==> config.mk <==
export PLATFORM = sky130hd
export DESIGN_NAME = spi_line_timing
export DESIGN_NICKNAME = d
export VERILOG_FILES = /design/src/rtl/spi_lt_pkg.sv /design/src/rtl/spi_lt_cfg.sv /design/src/rtl/spi_lt_in_lane.sv /design/src/rtl/spi_lt_out_lane.sv /design/src/rtl/spi_line_timing.sv
export SDC_FILE = /design/constraint.sdc
export NUM_CORES = 1
export LEC_CHECK = 0
export BUFFER_PORTS_ARGS = -buffer_cell sky130_fd_sc_hd__buf_2
export CAP_MARGIN = 0
export CORE_ASPECT_RATIO = 0.9
export CORE_MARGIN = 5
export CORE_UTILIZATION = 56
export CTS_BUF_LIST = sky130_fd_sc_hd__clkbuf_4
export CTS_CLUSTER_SIZE = 30
export DETAILED_ROUTE_END_ITERATION = 16
export PLACE_DENSITY_LB_ADDON = 0.12
export SKIP_CTS_REPAIR_TIMING = 1
export SLEW_MARGIN = 20
export SYNTH_ARGS = -nofsm -noshare
export SYNTH_HDL_FRONTEND = slang
export SYNTH_SLANG_ARGS = --single-unit
export TNS_END_PERCENT = 30
==> constraint.sdc <==
create_clock -name clk -period 1.73 [get_ports clk]
set_input_delay 0.346 -clock clk [delete_from_list [all_inputs] [get_ports clk]]
set_output_delay 0.346 -clock clk [all_outputs]
set_load 0.05 [all_outputs]
==> src/rtl/spi_lt_pkg.sv <==
// Shared types for the SPI line timing stage.
// Assumes a 2-bit sampling mode field per input lane.
package spi_lt_pkg;

    typedef enum logic [1:0] {
        SMP_BYPASS = 2'd0,
        SMP_RISE   = 2'd1,
        SMP_FALL   = 2'd2,
        SMP_SCK    = 2'd3
    } smp_mode_e;

    localparam int MODE_W = 2;

endpackage

==> src/rtl/spi_lt_cfg.sv <==
// Holds the taken line timing settings.
// Loads all settings on a rising edge while idle is high, keeps them
// otherwise. Assumes idle is already synchronous to clk.
module spi_lt_cfg #(
    parameter int LINES = 4,
    parameter int CNT_W = 2,
    parameter int MODE_W = 2
) (
    input  logic                      clk,
    input  logic                      rst_n,
    input  logic                      idle,
    input  logic                      swap_in,
    input  logic [LINES*MODE_W-1:0]   mode_in,
    input  logic [LINES*CNT_W-1:0]    cnt_in,
    input  logic [LINES-1:0]          omode_in,
    output logic                      swap_q,
    output logic [LINES*MODE_W-1:0]   mode_q,
    output logic [LINES*CNT_W-1:0]    cnt_q,
    output logic [LINES-1:0]          omode_q
);

    // Capture settings only between transfers.
    always_ff @(posedge clk) begin
        if (!rst_n) begin
            swap_q  <= 1'b0;
            mode_q  <= '0;
            cnt_q   <= '0;
            omode_q <= '0;
        end else if (idle) begin
            swap_q  <= swap_in;
            mode_q  <= mode_in;
            cnt_q   <= cnt_in;
            omode_q <= omode_in;
        end
    end

    // settings frozen while a transfer runs
    p_cfg_frozen_r8: assert property (@(posedge clk) disable iff (!rst_n)
        !idle |=> $stable({swap_q, mode_q, cnt_q, omode_q}));

    // reset leaves every setting at its cleared value
    p_reset_clear_r9: assert property (@(posedge clk)
        !rst_n |=> ({swap_q, mode_q, cnt_q, omode_q} == '0));

endmodule

==> src/rtl/spi_lt_in_lane.sv <==
// One input lane: picks the sampling source by mode, then delays it
// through a shift chain tapped by the count field.
// Assumes the serial-clock strobe is a one-cycle pulse in clk domain.
module spi_lt_in_lane
    import spi_lt_pkg::*;
#(
    parameter int CNT_W = 2
) (
    input  logic             clk,
    input  logic             rst_n,
    input  logic             sck_en,
    input  smp_mode_e        mode,
    input  logic [CNT_W-1:0] cnt,
    input  logic             lane_in,
    output logic             lane_out
);

    localparam int DEPTH = 1 << CNT_W;

    logic             fall_q;
    logic             sck_q;
    logic             first_d;
    logic [DEPTH-1:0] chain_q;

    // Falling-edge sample of the pad line.
    always_ff @(negedge clk) begin
        if (!rst_n) fall_q <= 1'b0;
        else        fall_q <= lane_in;
    end

    // Serial-clock sample: loads only on strobed edges.
    always_ff @(posedge clk) begin
        if (!rst_n)      sck_q <= 1'b0;
        else if (sck_en) sck_q <= lane_in;
    end

    // Select the source that feeds the delay chain.
    always_comb begin
        case (mode)
            SMP_FALL: first_d = fall_q;
            SMP_SCK:  first_d = sck_q;
            default:  first_d = lane_in;
        endcase
    end

    // Delay chain; stage k holds the source k+1 edges old.
    always_ff @(posedge clk) begin
        if (!rst_n) chain_q <= '0;
        else        chain_q <= {chain_q[DEPTH-2:0], first_d};
    end

    // Bypass or tap the chain at the programmed depth.
    always_comb begin
        if (mode == SMP_BYPASS) lane_out = lane_in;
        else                    lane_out = chain_q[cnt];
    end

    // rising-edge sample with count 0 appears one edge later
    p_rise_one_r3: assert property (@(posedge clk) disable iff (!rst_n)
        (mode == SMP_RISE && cnt == '0 && $past(mode == SMP_RISE))
        |-> lane_out == $past(lane_in));

    // count 1 gives two edges of delay
    p_tap_two_r6: assert property (@(posedge clk) disable iff (!rst_n)
        (mode == SMP_RISE && cnt == CNT_W'(1) && $past(mode == SMP_RISE)
         && $past(mode == SMP_RISE, 2))
        |-> lane_out == $past(lane_in, 2));

    // falling-edge sample enters the chain on the next rising edge
    p_fall_path_r4: assert property (@(posedge clk) disable iff (!rst_n)
        (mode == SMP_FALL && cnt == '0 && $past(mode == SMP_FALL))
        |-> lane_out == $past(fall_q));

    // no new serial-clock sample without the strobe
    p_sck_hold_r5: assert property (@(posedge clk) disable iff (!rst_n)
        !sck_en |=> $stable(sck_q));

endmodule

==> src/rtl/spi_lt_out_lane.sv <==
// One output line: optional half-cycle retime onto the falling edge.
// Assumes the core changes its data on rising edges.
module spi_lt_out_lane (
    input  logic clk,
    input  logic rst_n,
    input  logic retime,
    input  logic core_bit,
    output logic pad_bit
);

    logic neg_q;

    // Falling-edge copy of the core data.
    always_ff @(negedge clk) begin
        if (!rst_n) neg_q <= 1'b0;
        else        neg_q <= core_bit;
    end

    // Choose the direct or the retimed value.
    always_comb pad_bit = retime ? neg_q : core_bit;

    // with retime on, the pad carries the previous falling-edge value
    p_retime_r7: assert property (@(negedge clk) disable iff (!rst_n)
        ($past(retime) && retime && $past(rst_n)) |-> pad_bit == $past(core_bit));

endmodule

==> src/rtl/spi_line_timing.sv <==
// SPI data line timing stage: optional quad-line swap, per-lane input
// sampling and delay, per-line output retime.
// Assumes settings only change meaningfully while idle is high.
module spi_line_timing
    import spi_lt_pkg::*;
#(
    parameter int LINES = 4,
    parameter int CNT_W = 2
) (
    input  logic                      clk,
    input  logic                      rst_n,
    input  logic                      idle,
    input  logic                      sck_en,
    input  logic                      cfg_swap,
    input  logic [LINES*MODE_W-1:0]   cfg_in_mode,
    input  logic [LINES*CNT_W-1:0]    cfg_in_cnt,
    input  logic [LINES-1:0]          cfg_out_mode,
    input  logic [LINES-1:0]          pad_din,
    output logic [LINES-1:0]          core_din,
    input  logic [LINES-1:0]          core_dout,
    output logic [LINES-1:0]          pad_dout
);

    logic                    swap_q;
    logic [LINES*MODE_W-1:0] mode_q;
    logic [LINES*CNT_W-1:0]  cnt_q;
    logic [LINES-1:0]        omode_q;
    logic [LINES-1:0]        lane_in;

    spi_lt_cfg #(
        .LINES  (LINES),
        .CNT_W  (CNT_W),
        .MODE_W (MODE_W)
    ) u_cfg (
        .clk      (clk),
        .rst_n    (rst_n),
        .idle     (idle),
        .swap_in  (cfg_swap),
        .mode_in  (cfg_in_mode),
        .cnt_in   (cfg_in_cnt),
        .omode_in (cfg_out_mode),
        .swap_q   (swap_q),
        .mode_q   (mode_q),
        .cnt_q    (cnt_q),
        .omode_q  (omode_q)
    );

    for (genvar i = 0; i < LINES; i++) begin : g_lane
        localparam int MIRROR = LINES - 1 - i;

        // Route the pad line, mirrored when swap is taken.
        always_comb lane_in[i] = swap_q ? pad_din[MIRROR] : pad_din[i];

        spi_lt_in_lane #(
            .CNT_W (CNT_W)
        ) u_in (
            .clk      (clk),
            .rst_n    (rst_n),
            .sck_en   (sck_en),
            .mode     (smp_mode_e'(mode_q[i*MODE_W +: MODE_W])),
            .cnt      (cnt_q[i*CNT_W +: CNT_W]),
            .lane_in  (lane_in[i]),
            .lane_out (core_din[i])
        );

        spi_lt_out_lane u_out (
            .clk      (clk),
            .rst_n    (rst_n),
            .retime   (omode_q[i]),
            .core_bit (core_dout[i]),
            .pad_bit  (pad_dout[i])
        );
    end

endmodule

==> impl_metrics.tcl, run 1 <==
set metrics [dict create \
    netlist_top_cells_area "sky130_fd_sc_hd__dfxtp_1, sky130_fd_sc_hd__mux2i_1, sky130_fd_sc_hd__nor2b_1" \
    gpl.final_weighted_congestion 0.751 \
    timing.final.setup_violations 10 \
    std_cell_rows 20 \
    status "finished with violations" \
    worst-slew-pin-transition_ns 0.276 \
    most_instantiated_flip_flop_cell_in_the_synthesis_netlist "sky130_fd_sc_hd__dfxtp_1" \
    max-slew-margin-rel 0.816 \
    synthesis.area_mm2 0.00199 \
    yosysWarnings 0 \
    worst_skew_pair_later_pin_latency_ns 0.41 \
    power.density_cell_area_mw_per_mm2 923 \
    cts.root.buffer_cell "sky130_fd_sc_hd__clkbuf_4" \
    clock_network_power_share 0.263 \
    dpl_worst_slack_ns -0.219 \
    postSynthRegisterBits 49 \
    setup_ws_ns -0.588 \
    number_of_buffer_cells_added_on_primary_ports 40 \
    synth-edff-count 0 \
    startpoint_type "flop" \
    grt_antenna_before_repair 0 \
    cts_buffers 5 \
    setup.worst_path.end_class "output port" \
    maxSlewViolCount 0 \
    tritoncts "yes" \
    maxCapViolations 0 \
    final_nets 255 \
    drive_above_1_share 0.341 \
    detail_route.first_pass.iterations 4 \
    holdWs_ns 0.228 \
    via_per_inst 4.84 \
    grt_setup_unrepaired "true" \
    yosys.cell_types.count 19 \
    power.internal_w 0.00157 \
    dr_total_vias 1292 \
    setup_cp_type "flop to output port" \
    drt_first_iter_violations 56 \
    synth-seq-area-share 0.494 \
    hpwl_mm 2.55 \
    avgSynthCellArea_um2 11.4 \
    insertedDiodeCount 0 \
    seq_power_share 0.567 \
    grt_pass1_vias 1286 \
    cp_max_fo 1 \
    clockBufferDepth 2 \
    grt_max_degree 22 \
    ctsHtreeMaxLevel 2 \
    grt_first_pass_wirelength_mm 5.59 \
    critical_path.cell_chain "mux2_4 > buf_6" \
    ys_top_cells_by_count "sky130_fd_sc_hd__dfxtp_1, sky130_fd_sc_hd__mux2i_1, sky130_fd_sc_hd__nor2b_1, sky130_fd_sc_hd__and2_1" \
    timing.hold.worst.class "primary input to flop" \
    synth_top_area_share 0.494 \
    grt.total_usage 0.154 \
    crit_path_max_incr_delay_ns 0.29 \
    placed_cells 252 \
    postRouteAntennaNets 0 \
    crit_slowest_cell "sky130_fd_sc_hd__dfxtp_1" \
    sw_frac_of_total 0.277 \
    synthCells 174 \
    total_switching_power_w 0.000602 \
    detail_route.wl_per_cell_um 13.0 \
    die-area_mm2 0.00484 \
    clock_sink_count 49 \
    ios 41 \
    final-hold-violation-count 0 \
    synth-async-reset-ratio 0 \
    combinationalPowerShare 0.170 \
    power.static_leakage_nw 1.11 \
    crit_arrival_ns 1.97 \
    post_cts_clock_slew_at_the_launch_and_capture_registers_of_the_worst_setup_and_hold_paths_ns 0.14 \
    remaining_drc_errors 0 \
    synth_top_cell_by_area "sky130_fd_sc_hd__dfxtp_1" \
    start_util 0.583 \
    violations "negative setup slack" \
    core_region_area_mm2 0.00340 \
    flow.area_growth_from_synthesis_pct 18.6 \
    worst_ep_required_time_ns 1.38 \
    synth_most_common_cell "sky130_fd_sc_hd__dfxtp_1" \
    floorplan.die.width_um 72.8 \
    timing.hold.worst_path_depth 3 \
    postSynthNetCount 207 \
    final_cell_count_no_fill 267 \
    finalClockSkew_ns 0.0635 \
    grt_overflow 0 \
    ir_drop_mv 0.680 \
    detail_route.wirelength_mm 3.46 \
    rr_worst_depth 2 \
    height_of_the_chip_um 66.5 \
]
-- worst max-delay path: cells and delay by family (launching register included) --
kind / cells / cell delay (ns)
flops: 1 / 0.29
buf+inv: 1 / 0.15
mux: 1 / 0.26
-- kinds of logic (layout without fill, tap and decap cells) --
| kind of cell | Yosys count | count (layout) | share of synthesized area |
|---|---|---|---|
| compound gates | 8 | 8 | 0.0302 |
| buf+inv | 19 | 68 | 0.0636 |
| flops | 49 | 49 | 0.494 |
| mux | 41 | 41 | 0.246 |
| simple gates | 57 | 57 | 0.166 |
-- registers in the layout, indices dropped and copies added, names as in the netlist --
signal	cells
g_lane.u_out.neg_q	4
u_cfg.cnt_q	8
u_cfg.mode_q	8
g_lane.u_in.chain_q	16
g_lane.u_in.fall_q	4
u_cfg.swap_q	1
g_lane.u_in.sck_q	4
u_cfg.omode_q	4
-- routing by layer --
| layer | global-route usage | wire [um] |
|---|---|---|
| met1 | 0.183 | 1490 |
| met2 | 0.245 | 1670 |
| met3 | 0.0468 | 245 |
| met4 | 0.0899 | 44 |
| met5 | 0 | 0 |
-- metrics by stage --
stage	power, W	cell area (um^2)	utilization	TNS (ns)
final	0.00217	2350	0.692	-3.05
after global routing	0.00231	2350	0.692	-3.76
after CTS	0.00219	2320	0.681	-4.12
after detailed placement	0.00165	2240	0.657	-1.39
after global placement	0.00163	2240	0.657	-1.25
after floorplan	0.00158	2030	-	-0.919
-- cell usage in the layout, fill, tap and decap left out, types with 2 or more instances in the layout --
cell,count
sky130_fd_sc_hd__and2b_1,2
sky130_fd_sc_hd__dfxtp_1,45
sky130_fd_sc_hd__and2_1,20
sky130_fd_sc_hd__buf_6,5
sky130_fd_sc_hd__o211a_1,4
sky130_fd_sc_hd__a21oi_1,4
sky130_fd_sc_hd__mux2i_1,29
sky130_fd_sc_hd__dfxtp_2,3
sky130_fd_sc_hd__nand2_1,4
sky130_fd_sc_hd__nor2_1,8
sky130_fd_sc_hd__mux2i_2,3
sky130_fd_sc_hd__mux4_2,4
sky130_fd_sc_hd__buf_4,11
sky130_fd_sc_hd__inv_1,8
sky130_fd_sc_hd__mux2_4,4
sky130_fd_sc_hd__clkbuf_4,6
sky130_fd_sc_hd__buf_2,35
sky130_fd_sc_hd__nor2b_1,23
-- power groups by stage --
| stage | registers [W] | logic [W] | clock network, W |
|---|---|---|---|
| after CTS | 0.00123 | 0.000359 | 0.000599 |
| final | 0.00123 | 0.000370 | 0.000571 |
| after floorplan | 0.00124 | 0.000301 | 0.0000321 |
| after detailed placement | 0.00126 | 0.000358 | 0.0000321 |
| after global routing | 0.00124 | 0.000400 | 0.000666 |
| after global placement | 0.00125 | 0.000348 | 0.0000321 |
-- cell type report --
cell class	count	area, um^2
clock buffers	6	45.0
clock inverters	10	38.8
fillers	272	1050
multi-input cells	106	893
flip-flops and latches	49	988
well taps	44	55.1
repair buffers	52	334
-- path summary, 6_finish.rpt --
| kind | to | slack (ns) | start |
|---|---|---|---|
| worst max-delay path | pad_dout[2] | -0.59 | g_lane[2].u_out.neg_q$_SDFF_NN0_ |
| worst min-delay path | u_cfg.mode_q[2]$_SDFFE_PN0P_ | 0.23 | cfg_in_mode[2] |
| worst max register to register | g_lane[1].u_in.fall_q$_SDFF_NN0_ | -0.02 | u_cfg.swap_q$_SDFFE_PN0P_ |
| worst min register to register | g_lane[2].u_in.chain_q[3]$_SDFF_PN0_ | 0.48 | g_lane[2].u_in.chain_q[2]$_SDFF_PN0_ |
Power figures use the tool's default switching activity.
==> run 2, diff against run 1 <==
ABC_AREA = 1   (was default)
==> impl_metrics.tcl, run 2 <==
set metrics [dict create \
    layout.cells.most_common "sky130_fd_sc_hd__inv_1" \
    postRouteAntennaNets 0 \
    dr_total_vias 1662 \
    critical_path.cell_chain "mux2_4 > buf_6" \
    cts.root.buffer_cell "sky130_fd_sc_hd__clkbuf_4" \
    ctsHtreeMaxLevel 2 \
    largest_register_ff_count 16 \
    status "finished with violations" \
    reg_top3 "g_lane.u_in.chain_q (16), u_cfg.cnt_q (8), u_cfg.mode_q (8)" \
    setup.worst_path.end_class "output port" \
    remaining_drc_errors 0 \
    setup_ws_ns -0.576 \
    start_util 0.585 \
    number_of_buffer_cells_added_on_primary_ports 40 \
    multi_input_gate_area_um2 736 \
    synth_most_common_cell "sky130_fd_sc_hd__nand2_1" \
    sw_frac_of_total 0.289 \
    layout_common_cells "sky130_fd_sc_hd__inv_1, sky130_fd_sc_hd__nand2_1, sky130_fd_sc_hd__dfxtp_1" \
    ys_top_cells_by_count "sky130_fd_sc_hd__nand2_1, sky130_fd_sc_hd__dfxtp_1, sky130_fd_sc_hd__inv_1, sky130_fd_sc_hd__nand3_1, sky130_fd_sc_hd__o21ai_0" \
    drive_above_1_share 0.221 \
    postSynthNetCount 298 \
    tritoncts "yes" \
    timing.hold.worst_path_depth 3 \
    combinationalPowerShare 0.179 \
    gpl.final_weighted_congestion 0.787 \
    ir_drop_mv 0.588 \
    synth_top_area_share 0.493 \
    synthesis.area_mm2 0.00199 \
    crit_slowest_cell "sky130_fd_sc_hd__dfxtp_1" \
    floorplan.die.width_um 72.8 \
    clock_network_power_share 0.264 \
    worst-slew-pin-transition_ns 0.279 \
    setup-tns-final_ns -2.30 \
    timing.final.setup_violations 5 \
    final-seq-area_um2 985 \
    ios 41 \
    via_per_inst 4.67 \
    clock_sink_count 49 \
    startpoint_type "flop" \
    worst_ep_required_time_ns 1.38 \
    detail_route.first_pass.iterations 4 \
    grt_first_pass_wirelength_mm 6.46 \
    total_switching_power_w 0.000643 \
    synth-edff-count 0 \
    grt_overflow 0 \
    power.density_cell_area_mw_per_mm2 938 \
    postSynthRegisterBits 49 \
    yosys.cell_types.count 16 \
    drt_first_iter_violations 60 \
    insertedDiodeCount 0 \
    crit_arrival_ns 1.96 \
    final_nets 344 \
    crit_path_max_incr_delay_ns 0.29 \
    grt_max_degree 30 \
    netlist_top_cells_area "sky130_fd_sc_hd__dfxtp_1, sky130_fd_sc_hd__nand2_1, sky130_fd_sc_hd__inv_1" \
    hpwl_mm 2.65 \
    synthCells 265 \
    max-slew-margin-rel 0.814 \
    maxSlewViolCount 0 \
    clockBufferDepth 2 \
    yosysWarnings 0 \
    finalClockSkew_ns 0.0545 \
    top_register "g_lane.u_in.chain_q" \
    post_cts_clock_slew_at_the_launch_and_capture_registers_of_the_worst_setup_and_hold_paths_ns 0.13 \
    height_of_the_chip_um 66.6 \
    grt_antenna_before_repair 0 \
    cts_buffers 5 \
    grt_setup_unrepaired "true" \
    grt_pass1_vias 1622 \
    seq_power_share 0.557 \
    synth_top_cell_by_area "sky130_fd_sc_hd__dfxtp_1" \
    std_cell_rows 20 \
    power.total_w 0.00222 \
    cp_max_fo 1 \
    grt.total_usage 0.170 \
    avgSynthCellArea_um2 7.51 \
    most_instantiated_flip_flop_cell_in_the_synthesis_netlist "sky130_fd_sc_hd__dfxtp_1" \
    final-hold-violation-count 0 \
    synth-seq-area-share 0.493 \
    worst_skew_pair_later_pin_latency_ns 0.40 \
    synth-async-reset-ratio 0 \
    rr_worst_depth 3 \
    power.static_leakage_nw 1.27 \
    setup_cp_type "flop to output port" \
    flow.area_growth_from_synthesis_pct 19.2 \
    violations "negative setup slack" \
    maxCapViolations 0 \
    die-area_mm2 0.00485 \
    core_region_area_mm2 0.00340 \
    power.internal_w 0.00158 \
    detail_route.wl_per_cell_um 10.1 \
    detail_route.wirelength_mm 3.61 \
    filler_cell_count_in_the_final_layout 314 \
    timing.hold.worst.class "primary input to flop" \
]
[run 2: stage by stage]
stage,setup slack (ns),util,std cells,instance area [um^2],hold WS (ns)
after global placement,-0.206,0.654,341,2220,0.422
final,-0.576,0.697,356,2370,0.206
after CTS,-0.637,0.678,356,2310,0.197
after detailed placement,-0.215,0.654,341,2220,0.425
after floorplan,-0.159,-,265,2040,0.414
after global routing,-0.639,0.697,356,2370,0.191
[run 2: layout make-up]
cell class,instances,area share
Multi-Input combinational cell,151,0.310
Inverter,47,0.0744
Timing Repair Buffer,49,0.141
Sequential cell,49,0.415
Clock buffer,7,0.0222
Clock inverter,9,0.0142
Tap cell,44,0.0232
[run 2: worst paths after layout]
| check | start | end | slack [ns] |
|---|---|---|---|
| max | g_lane[2].u_out.neg_q$_SDFF_NN0_ | pad_dout[2] | -0.58 |
| min | cfg_out_mode[3] | u_cfg.omode_q[3]$_SDFFE_PN0P_ | 0.21 |
| max reg2reg | u_cfg.swap_q$_SDFFE_PN0P_ | g_lane[1].u_in.fall_q$_SDFF_NN0_ | 0.11 |
| min reg2reg | g_lane[2].u_in.chain_q[2]$_SDFF_PN0_ | g_lane[2].u_in.chain_q[3]$_SDFF_PN0_ | 0.44 |
[run 2: critical path: cells and delay by family (launching register included)]
family / cells / cell delay [ns]
DFF: 1 / 0.29
muxes: 1 / 0.25
buffers and inverters: 1 / 0.15
[run 2: kinds of logic after synthesis]
group / synth area share
compound gates: 0.131
buf+inv: 0.149
flops: 0.493
mux: 0.0226
simple gates: 0.205
[run 2: power groups by stage]
stage	Combinational (W)	Sequential (W)	Clock [W]
6_report	0.000398	0.00124	0.000586
5_1_grt	0.000447	0.00125	0.000676
4_1_cts	0.000367	0.00124	0.000609
2_1_floorplan	0.000310	0.00125	0.0000321
3_3_place_gp	0.000360	0.00126	0.0000321
3_5_place_dp	0.000365	0.00126	0.0000321
[run 2: routing by layer]
| layer | GRT usage | up-vias | wire length (um) |
|---|---|---|---|
| li1 | - | 904 | - |
| met2 | 0.289 | 31 | 1590 |
| met4 | 0.0691 | 0 | 54 |
| met3 | 0.0498 | 7 | 207 |
| met5 | 0 | - | 0 |
| met1 | 0.200 | 720 | 1760 |
==> run 3, diff against run 2 <==
--- a/config.mk
+++ b/config.mk
@@ -8,3 +8,2 @@
 export ABC_AREA = 1
-export BUFFER_PORTS_ARGS = -buffer_cell sky130_fd_sc_hd__buf_2
 export CAP_MARGIN = 0
@@ -12,3 +11,3 @@
 export CORE_MARGIN = 5
-export CORE_UTILIZATION = 56
+export CORE_UTILIZATION = 64
 export CTS_BUF_LIST = sky130_fd_sc_hd__clkbuf_4
@@ -16,2 +15,3 @@
 export DETAILED_ROUTE_END_ITERATION = 16
+export DONT_BUFFER_PORTS = 1
 export PLACE_DENSITY_LB_ADDON = 0.12
--- a/constraint.sdc
+++ b/constraint.sdc
@@ -3,2 +3,2 @@
 set_output_delay 0.346 -clock clk [all_outputs]
-set_load 0.05 [all_outputs]
+set_load 0.005 [all_outputs]
==> impl_metrics.tcl, run 3 (synthesis gave the netlist of run 2 again) <==
set metrics [dict create \
    status "finished with violations" \
    violations "negative setup slack" \
    grt_antenna_before_repair 0 \
    max-slew-margin-rel 0.647 \
    worst_ep_required_time_ns 1.38 \
    grt_pass1_vias 1463 \
    reg_top3 "g_lane.u_in.chain_q (16), u_cfg.cnt_q (8), u_cfg.mode_q (8)" \
    std_cell_rows 19 \
    dr_total_vias 1483 \
    die-area_mm2 0.00433 \
    ctsHtreeMaxLevel 2 \
    gpl.final_weighted_congestion 0.706 \
    detail_route.wl_per_cell_um 10.4 \
    postRouteAntennaNets 0 \
    top_register "g_lane.u_in.chain_q" \
    clockBufferDepth 2 \
    crit_path_max_incr_delay_ns 0.29 \
    layout.cells.most_common "sky130_fd_sc_hd__inv_1" \
    remaining_drc_errors 0 \
    grt_first_pass_wirelength_mm 5.98 \
    number_of_buffer_cells_added_on_primary_ports 0 \
    critical_path.n_buffers_inverters 0 \
    drt_first_iter_violations 82 \
    final_cell_count_no_fill 309 \
    flow.area_growth_from_synthesis_pct 4.46 \
    start_util 0.659 \
    crit_slowest_cell "sky130_fd_sc_hd__dfxtp_1" \
    crit_arrival_ns 1.83 \
    ir_drop_mv 0.712 \
    via_per_inst 4.80 \
    critical-path-top-delay-family "flip-flops" \
    grt_setup_unrepaired "true" \
    grt_overflow 0 \
    dpl_worst_slack_ns -0.0274 \
    cts_buffers 5 \
    worst-slew-pin-transition_ns 0.528 \
    grt.total_usage 0.180 \
    cts.root.buffer_cell "sky130_fd_sc_hd__clkbuf_4" \
    height_of_the_chip_um 62.9 \
    final-hold-violation-count 0 \
    grt_max_degree 51 \
    power.density_cell_area_mw_per_mm2 1040 \
    cp_max_fo 1 \
    drive_above_1_share 0.0824 \
    detail_route.first_pass.iterations 4 \
    filler_cell_count_in_the_final_layout 279 \
    insertedDiodeCount 0 \
    power.total_w 0.00217 \
    floorplan.die.width_um 68.8 \
    layout_common_cells "sky130_fd_sc_hd__inv_1, sky130_fd_sc_hd__nand2_1, sky130_fd_sc_hd__dfxtp_1" \
    setup-tns-final_ns -1.74 \
    critical_path.cell_chain "mux2_4" \
    core_region_area_mm2 0.00302 \
    post_cts_clock_slew_at_the_launch_and_capture_registers_of_the_worst_setup_and_hold_paths_ns 0.13 \
    setup.worst_path.end_class "output port" \
    setup_cp_type "flop to output port" \
    power.static_leakage_nw 1.07 \
    tritoncts "yes" \
    clock_sink_count 49 \
    multi_input_gate_area_um2 728 \
    final-seq-area_um2 982 \
    largest_register_ff_count 16 \
    placed_cells 294 \
    detail_route.wirelength_mm 3.22 \
    setup_ws_ns -0.442 \
    worst_skew_pair_later_pin_latency_ns 0.42 \
    timing.hold.worst.class "primary input to flop" \
    hpwl_mm 2.26 \
    finalClockSkew_ns 0.0540 \
    startpoint_type "flop" \
    ios 41 \
    timing.final.setup_violations 4 \
    final_nets 299 \
    maxSlewViolCount 0 \
    maxCapViolations 0 \
]
[run 3: path summary, 6_finish.rpt]
kind              slack [ns]                                   end                                  from  depth (start not counted)
setup / recovery       -0.44                           pad_dout[0]      g_lane[0].u_out.neg_q$_SDFF_NN0_                          1
setup reg to reg        0.10      g_lane[1].u_in.fall_q$_SDFF_NN0_             u_cfg.swap_q$_SDFFE_PN0P_                          3
hold reg to reg         0.44  g_lane[2].u_in.chain_q[1]$_SDFF_PN0_  g_lane[2].u_in.chain_q[0]$_SDFF_PN0_                          2
hold / removal          0.06  g_lane[3].u_in.chain_q[2]$_SDFF_PN0_                                 rst_n                          2
[run 3: layout make-up]
| cell class | count | area share |
|---|---|---|
| clock inverters | 10 | 0.0313 |
| clock buffers | 6 | 0.0217 |
| well taps | 42 | 0.0253 |
| inverters | 47 | 0.0848 |
| flip-flops and latches | 49 | 0.472 |
| multi-input cells | 151 | 0.350 |
| repair buffers | 4 | 0.0144 |
[run 3: metal layers]
layer,vias to the layer above,share of wire,wire length (um),global-route usage
met5,-,0,0,0
met4,0,0.021,68,0.0949
met3,7,0.069,223,0.0629
met2,32,0.44,1410,0.267
met1,630,0.47,1530,0.226
li1,814,-,-,-
[run 3: where the power goes]
group	internal, W	switching, W
clock	0.000341	0.000388
combinational	0.0000900	0.000112
sequential	0.00120	0.0000361
total	0.00163	0.000537
[run 3: stage by stage]
step	area, um^2	hold slack, ns	utilization
floorplan	2020	0.414	-
global placement	1970	0.419	0.653
detailed placement	1970	0.422	0.653
CTS	2080	0.0477	0.688
global route	2080	0.0349	0.689
finish	2080	0.0618	0.689
